[src/rtl/mrs_seq_pkg.sv]
package mrs_seq_pkg;
  localparam int ROW_W = 13;
  localparam int BA_W  = 2;
  localparam int OP_W  = 7;
  localparam int UP_W  = ROW_W - OP_W;

  localparam logic [UP_W-1:0] UPPER_DLL  = 6'b000010;
  localparam logic [UP_W-1:0] UPPER_NORM = 6'b000000;

  typedef enum logic [2:0] {
    ST_IDLE,
    ST_DLL,
    ST_GAP1,
    ST_NORM,
    ST_GAP2
  } seq_state_t;

  // {supported, field[2:0]}
  function automatic logic [3:0] burst_code(input logic [3:0] len);
    case (len)
      4'd2:    burst_code = 4'b1001;
      4'd4:    burst_code = 4'b1010;
      4'd8:    burst_code = 4'b1011;
      default: burst_code = 4'b0000;
    endcase
  endfunction

  // {supported, field[2:0]}, latency given in half clocks
  function automatic logic [3:0] latency_code(input logic [2:0] half_clks);
    case (half_clks)
      3'd4:    latency_code = 4'b1010;
      3'd5:    latency_code = 4'b1110;
      default: latency_code = 4'b0000;
    endcase
  endfunction

  function automatic int eff_gap(input int req);
    eff_gap = (req < 2) ? 2 : req;
  endfunction
endpackage

[src/rtl/mrs_operand.sv]
module mrs_operand
  import mrs_seq_pkg::*;
(
  input  logic [3:0]      cfg_burst_len,
  input  logic            cfg_interleave,
  input  logic [2:0]      cfg_cl_x2,
  output logic [OP_W-1:0] op,
  output logic            op_ok
);
  logic [3:0] bl_c;
  logic [3:0] cl_c;

  always_comb begin
    bl_c  = burst_code(cfg_burst_len);
    cl_c  = latency_code(cfg_cl_x2);
    op    = {cl_c[2:0], cfg_interleave, bl_c[2:0]};
    op_ok = bl_c[3] & cl_c[3];
  end
endmodule

[src/rtl/mrs_ctrl.sv]
module mrs_ctrl
  import mrs_seq_pkg::*;
#(
  parameter int NOP_GAP = 2
)(
  input  logic            clk,
  input  logic            rst_n,
  input  logic            start,
  input  logic            op_ok,
  input  logic [OP_W-1:0] op_in,
  output seq_state_t      state,
  output logic [OP_W-1:0] op_q,
  output logic            busy,
  output logic            done,
  output logic            err,
  output logic            seq_accept,
  output logic            seq_reject
);
  localparam int GAP_EFF = eff_gap(NOP_GAP);
  localparam int CNT_W   = $clog2(GAP_EFF + 1);
  localparam logic [CNT_W-1:0] CNT_LAST = CNT_W'(GAP_EFF - 1);

  logic [CNT_W-1:0] cnt;
  logic             idle;

  assign idle       = (state == ST_IDLE);
  assign busy       = ~idle;
  assign seq_accept = idle & start & op_ok;
  assign seq_reject = idle & start & ~op_ok;

  always_ff @(posedge clk or negedge rst_n) begin
    if (!rst_n) begin
      state <= ST_IDLE;
      cnt   <= '0;
      op_q  <= '0;
      done  <= 1'b0;
      err   <= 1'b0;
    end else begin
      case (state)
        ST_IDLE: begin
          if (start) begin
            done <= 1'b0;
            if (op_ok) begin
              err   <= 1'b0;
              op_q  <= op_in;
              state <= ST_DLL;
            end else begin
              err <= 1'b1;
            end
          end
        end
        ST_DLL: begin
          state <= ST_GAP1;
          cnt   <= CNT_LAST;
        end
        ST_GAP1: begin
          if (cnt == '0) state <= ST_NORM;
          else           cnt   <= cnt - 1'b1;
        end
        ST_NORM: begin
          state <= ST_GAP2;
          cnt   <= CNT_LAST;
        end
        ST_GAP2: begin
          if (cnt == '0) begin
            state <= ST_IDLE;
            done  <= 1'b1;
          end else begin
            cnt <= cnt - 1'b1;
          end
        end
        default: state <= ST_IDLE;
      endcase
    end
  end
endmodule

[src/rtl/mrs_cmd_drive.sv]
module mrs_cmd_drive
  import mrs_seq_pkg::*;
(
  input  seq_state_t       state,
  input  logic [OP_W-1:0]  op_q,
  output logic             cs_n,
  output logic             ras_n,
  output logic             cas_n,
  output logic             we_n,
  output logic [BA_W-1:0]  ba,
  output logic [ROW_W-1:0] addr
);
  always_comb begin
    cs_n  = 1'b0;
    ras_n = 1'b1;
    cas_n = 1'b1;
    we_n  = 1'b1;
    ba    = '0;
    addr  = '0;
    if (state == ST_DLL || state == ST_NORM) begin
      ras_n = 1'b0;
      cas_n = 1'b0;
      we_n  = 1'b0;
      addr  = {(state == ST_DLL) ? UPPER_DLL : UPPER_NORM, op_q};
    end
  end
endmodule

[src/rtl/mrs_seq.sv]
module mrs_seq
  import mrs_seq_pkg::*;
#(
  parameter int NOP_GAP = 2
)(
  input  logic        clk,
  input  logic        rst_n,
  input  logic        start,
  input  logic [3:0]  cfg_burst_len,
  input  logic        cfg_interleave,
  input  logic [2:0]  cfg_cl_x2,
  output logic        cs_n,
  output logic        ras_n,
  output logic        cas_n,
  output logic        we_n,
  output logic [1:0]  ba,
  output logic [12:0] addr,
  output logic        busy,
  output logic        done,
  output logic        err
);
  logic [OP_W-1:0] op_new;
  logic [OP_W-1:0] op_q;
  logic            op_ok;
  seq_state_t      state;
  logic            seq_accept;
  logic            seq_reject;
  logic            fire_dll;
  logic            fire_norm;

  assign fire_dll  = (state == ST_DLL);
  assign fire_norm = (state == ST_NORM);

  mrs_operand u_operand (
    .cfg_burst_len  (cfg_burst_len),
    .cfg_interleave (cfg_interleave),
    .cfg_cl_x2      (cfg_cl_x2),
    .op             (op_new),
    .op_ok          (op_ok)
  );

  mrs_ctrl #(.NOP_GAP(NOP_GAP)) u_ctrl (
    .clk        (clk),
    .rst_n      (rst_n),
    .start      (start),
    .op_ok      (op_ok),
    .op_in      (op_new),
    .state      (state),
    .op_q       (op_q),
    .busy       (busy),
    .done       (done),
    .err        (err),
    .seq_accept (seq_accept),
    .seq_reject (seq_reject)
  );

  mrs_cmd_drive u_drive (
    .state (state),
    .op_q  (op_q),
    .cs_n  (cs_n),
    .ras_n (ras_n),
    .cas_n (cas_n),
    .we_n  (we_n),
    .ba    (ba),
    .addr  (addr)
  );
endmodule

[config.mk]
export PLATFORM = sky130hd
export DESIGN_NAME = mrs_seq
export DESIGN_NICKNAME = d
export VERILOG_FILES = /design/src/rtl/mrs_seq_pkg.sv /design/src/rtl/mrs_operand.sv /design/src/rtl/mrs_ctrl.sv /design/src/rtl/mrs_cmd_drive.sv /design/src/rtl/mrs_seq.sv
export SDC_FILE = /design/constraint.sdc
export NUM_CORES = 1
export LEC_CHECK = 0
export ABC_AREA = 1
export BUFFER_PORTS_ARGS = -buffer_cell sky130_fd_sc_hd__buf_4
export CORE_MARGIN = 3
export CORE_UTILIZATION = 48
export DETAILED_ROUTE_END_ITERATION = 12
export PLACE_DENSITY = 0.78
export SLEW_MARGIN = 15
export SYNTH_ARGS = -nofsm -noshare
export SYNTH_HDL_FRONTEND = slang
export SYNTH_HIERARCHICAL = 1
export SYNTH_SLANG_ARGS = --single-unit
[constraint.sdc]
create_clock -name clk -period 1.45 [get_ports clk]
set_input_delay 0.0725 -clock clk [delete_from_list [all_inputs] [get_ports clk]]
set_output_delay 0.0725 -clock clk [all_outputs]
set_load 0.01 [all_outputs]
## Yosys cells after proc, flatten, opt, wreduce, memory -nomap -nowiden

Index checks and enable logic that the tools add are counted.

- Output and inout port bits: 22
- Flip-flop bits (word level): 14

- Reduce and logical (&&, ||, !) cells: 12
- Equal/unequal tests: 14
- $add $sub $neg: 1
- Bitwise logic cells: 2
- Mux-type cells: 16

Operator list:

| kind | count |
|---|---|
| $pmux W3 S5 | 1 |
| $mux W13 | 1 |
| $mux W3 | 4 |
| $pmux W4 S3 | 1 |
| $eq A3 B3 Y1 const B | 3 |
| $pmux W4 S2 | 1 |
| $eq A3 B2 Y1 const B | 2 |
| $ne A2 B2 Y1 const B | 3 |
| $reduce_and A3 Y1 | 2 |
| $eq A4 B2 Y1 const B | 1 |
| $eq A4 B3 Y1 const B | 1 |
| $eq A4 B4 Y1 const B | 1 |
| $mux W1 | 4 |
| $mux W2 | 2 |
| $ne A2 B1 Y1 const B | 2 |
| $pmux W2 S2 | 1 |
| $reduce_and A2 Y1 | 2 |
| $reduce_and A4 Y1 | 1 |
| $reduce_bool A2 Y1 | 2 |
| $reduce_or A2 Y1 | 2 |
| $eq A3 B1 Y1 const B | 1 |
| $logic_not A3 Y1 | 1 |
| $logic_not A2 Y1 | 1 |
| $pmux W1 S2 | 1 |
| 4 further kinds | 4 |

## Longest topological paths before layout

- Depth after elaboration: 6
- Mapped depth: 10

## Cells and area by module

The synthesis kept the hierarchy.

Modules (own cells, without submodules):

| module | times used | cells each | area an instance (µm²) |
|---|---|---|---|
| mrs_ctrl | 1 | 75 | 644.4 |
| mrs_cmd_drive | 1 | 30 | 152.6 |
| mrs_operand | 1 | 21 | 102.6 |

## Worst setup path before layout

Ideal clock, no wire load.

- Path kind: register -> register
- Start point: reg u_ctrl.state[2]
- End point: reg u_ctrl.err
- Clock period less this slack: 1122 ps
- Data arrival time: 1003 ps
- Slack: 328 ps
- Required time: 1331 ps
- Stages on the path, launching flop included: 6
- Path through: dfrtp_1 > nor2_4 > nand2_4 > nor2_8 > inv_2 > o21a_1

- Cells in the longest elaborated chain, start to end: 2

RTL lines:

| element | line | RTL |
|---|---|---|
| from (decl) | mrs_ctrl.sv:11 | `output seq_state_t state,` |
| from (signal assigned) | mrs_ctrl.sv:33 | `state <= ST_IDLE;` |
| from (signal assigned) | mrs_ctrl.sv:46 | `state <= ST_DLL;` |
| from (signal assigned) | mrs_ctrl.sv:53 | `state <= ST_GAP1;` |
| $logic_not A3 Y1 | mrs_ctrl.sv:39 | `case (state)` |
| $reduce_and A2 Y1 (no source line) | n/a |  |
| to (signal assigned) | mrs_ctrl.sv:37 | `err <= 1'b0;` |
| to (signal assigned) | mrs_ctrl.sv:44 | `err <= 1'b0;` |
| to (signal assigned) | mrs_ctrl.sv:48 | `err <= 1'b1;` |
| to (decl) | mrs_ctrl.sv:15 | `output logic err,` |

No other way between the ends.
A chain may end at the register's enable or synchronous reset.

## Final worst setup path

- Start point: reg u_ctrl.state[2]
- End point: out busy

- Cells in the longest elaborated chain, start to end: 2

RTL lines:

| element | line | RTL |
|---|---|---|
| $logic_not A3 Y1 | mrs_ctrl.sv:26 | `assign idle = (state == ST_IDLE);` |
| $not A1 Y1 | mrs_ctrl.sv:27 | `assign busy = ~idle;` |
| to (decl) | mrs_seq.sv:18 | `output logic busy,` |

No other way between the ends.

==> results by group <==
Status
  • Status: complete, no violations

Global route
  • Pin count of the biggest net entering global routing: 15
  • Vias in the first global route: 695
  • First-pass GRT wire length: 2.842 mm
  • Antenna violations before repair: 0
  • Overflow after GRT: 0
  • Combined global-route utilization of all metal layers: 15.12%

Timing
  • Hold slack final: 3.429 ps
  • Final TNS setup: 0 ps
  • Total setup violations reported at the end of the flow: 0
  • Post-route fraction of the period consumed by the critical path: 88.76%
  • Setup clock skew after layout: 0.7561 ps
  • Slew Limit Fails: 0
  • Count of endpoints failing hold in the final timing report: 0
  • Highest clock rate: 0.7770 GHz
  • Final critical-path required period: 1287 ps
  • RSZ-0062 raised after global routing: no

Clocking
  • CTS tree: yes
  • Clock latency reported for the late side of the worst-skew pair: 280 ps
  • Clock-pin slew on the worst setup and hold paths: 80 ps
  • Maximum level of the CTS H-tree: 1
  • Max Root-Sink Buffers: 2
  • Number of buffers created by CTS: 3
  • Root buffer cell: clkbuf_4
  • Number of clock sinks: 14
  • Buffers inserted during post-CTS setup optimization: 0

Die
  • Total Die Area: 2418 um2
  • Number of top-level pins: 33
  • Die boundary width: 49.17 um
  • Height of the die: 49.17 um
  • Core area: 1629 um2
  • Initial Utilization: 54.92%
  • Core Rows: 14

Placement
  • Global placement routability congestion: 0.7613
  • Total of buffers placed on input and output ports: 24
  • Detailed Place HPWL: 1.403 mm
  • Post-placement cell count: 168
  • Area post-placement: 1037 um2

Critical path
  • Delay of the slowest cell on the worst path: 470 ps
  • CP top delay family: flip-flops
  • Data arrival time of the critical path: 1210 ps
  • Critical Path, Cell by Cell: nor2_4 > nand2_4 > buf_4
  • Startpoint kind of the worst setup timing path: flip-flop
  • Critical setup path kind: reg2out
  • CP required: 1380 ps
  • Worst Path Buf+Inv: 1
  • Maximum fanout along the worst path: 6
  • Crit end category: output pin
  • Critical Path Slowest Stage Cell: dfrtp_1

Routing
  • Initial DRC count: 18
  • Average via count per standard cell: 4.462
  • Final Routed Wirelength: 1.769 mm
  • Number of antenna-violating nets in the routed design: 0
  • DRC violation count after routing: 0
  • 1st-pass router iterations: 4
  • Via count of the routed design: 772
  • Final routed wire length divided by cell count: 10.23 um

Yosys
  • Average footprint of a synthesized cell: 7.157 um2
  • Netlist area before placement: 894.6 um2
  • Cells after synthesis: 125
  • Number of warnings issued by yosys: 6

Cells and area
  • Post-route cell area: 1084 um2
  • Final Instance Count excl. Fillers: 173
  • Multi-input logic area: 386.6 um2
  • # nets final: 162
  • Antenna cells: 0
  • Seq. cell area: 350.3 um2
  • Share of post-route cells with drive strength above 1: 22.82%
  • Layout filler cell count: 152
  • Area Growth Syn to Fin: 21.12%

Power and ir drop
  • Overall power: 1.861 mW
  • VDD IR-drop max: 0.0009189 V
  • Static Leakage: 0.6338 nW
  • Power Density: 1717 nW/um2

Flow run
  • Max-capacitance violation count: 0

Hold path
  • Worst min path class: in2reg
[report_power, final]
| part | total [mW] | internal, mW | switching [mW] |
|---|---|---|---|
| sequential | 0.659 | 0.528 | 0.131 |
| combinational | 0.925 | 0.372 | 0.553 |
| clock | 0.277 | 0.153 | 0.124 |
| total | 1.86 | 1.05 | 0.808 |
[placed cells by master (no fill, tap or decap), drive strengths merged]
cell type    count
nand3            6
buf             24
o21ai            4
ha               1
conb            10
inv             24
nand2           37
or2              1
o21a             1
a21oi            1
dlygate4sd3      1
clkbuf           4
o211ai           1
nor2            17
dfrtp           14
o31ai            1
nand4            2
[area by class of cell]
type / count / area share [%]
tap: 24 / 2.771
multi-input combinational: 82 / 35.68
sequential: 14 / 32.33
inverter: 24 / 8.314
clock buffer: 4 / 3.349
timing repair buffer: 25 / 17.55
[worst paths after layout]
path | endpoint | cells after the start | startpoint | slack [ps]
max in group asynchronous | u_ctrl/state[2]$_DFFE_PN0P_ | 2 | rst_n | 1120
setup reg to reg | u_ctrl/op_q[5]$_DFFE_PN0P_ | 6 | u_ctrl/state[2]$_DFFE_PN0P_ | 220
hold reg to reg | u_ctrl/op_q[0]$_DFFE_PN0P_ | 2 | u_ctrl/op_q[0]$_DFFE_PN0P_ | 490
min in group asynchronous | u_ctrl/op_q[0]$_DFFE_PN0P_ | 2 | rst_n | 170
hold / removal | u_ctrl/op_q[3]$_DFFE_PN0P_ | 3 | cfg_interleave | 3
setup / recovery | busy | 3 | u_ctrl/state[2]$_DFFE_PN0P_ | 160
[sequential cells by signal (all words and copies together) (netlist names)]
name          flops
u_ctrl/cnt        2
u_ctrl/done       1
u_ctrl/err        1
u_ctrl/op_q       7
u_ctrl/state      3
[through the flow]
| step | worst slack (ps) | util (%) |
|---|---|---|
| 2_1_floorplan | 333.3 | - |
| 3_3_place_gp | 240.1 | 63.67 |
| 3_5_place_dp | 162.6 | 63.67 |
| 4_1_cts | 148.9 | 66.51 |
| 5_1_grt | 43.68 | 66.51 |
| 6_report | 162.9 | 66.51 |
[per-layer routing]
layer	share of wire, %	track usage, %	wire length [um]	vias to the layer above
met5	0	0	0	-
met3	7.8	3.670	138	5
li1	-	-	-	397
met2	46	23.88	821	36
met4	2.1	8.531	37	0
met1	44	18.65	772	334
[timing repair]
| action | CTS | global route |
|---|---|---|
| hold buffers | 1 | 0 |
| setup endpoints to repair | 0 | 0 |
| resized for setup | 0 | 0 |
| hold endpoints to repair | 14 | 0 |
[worst register-to-register path, delay by kind of cell, from the launching register on]
| family | cells | cell delay (ps) |
|---|---|---|
| buffers and inverters | 1 | 100 |
| flip-flops | 1 | 470 |
| AND/OR/NAND/NOR | 5 | 570 |
Power figures use the tool's default switching activity.
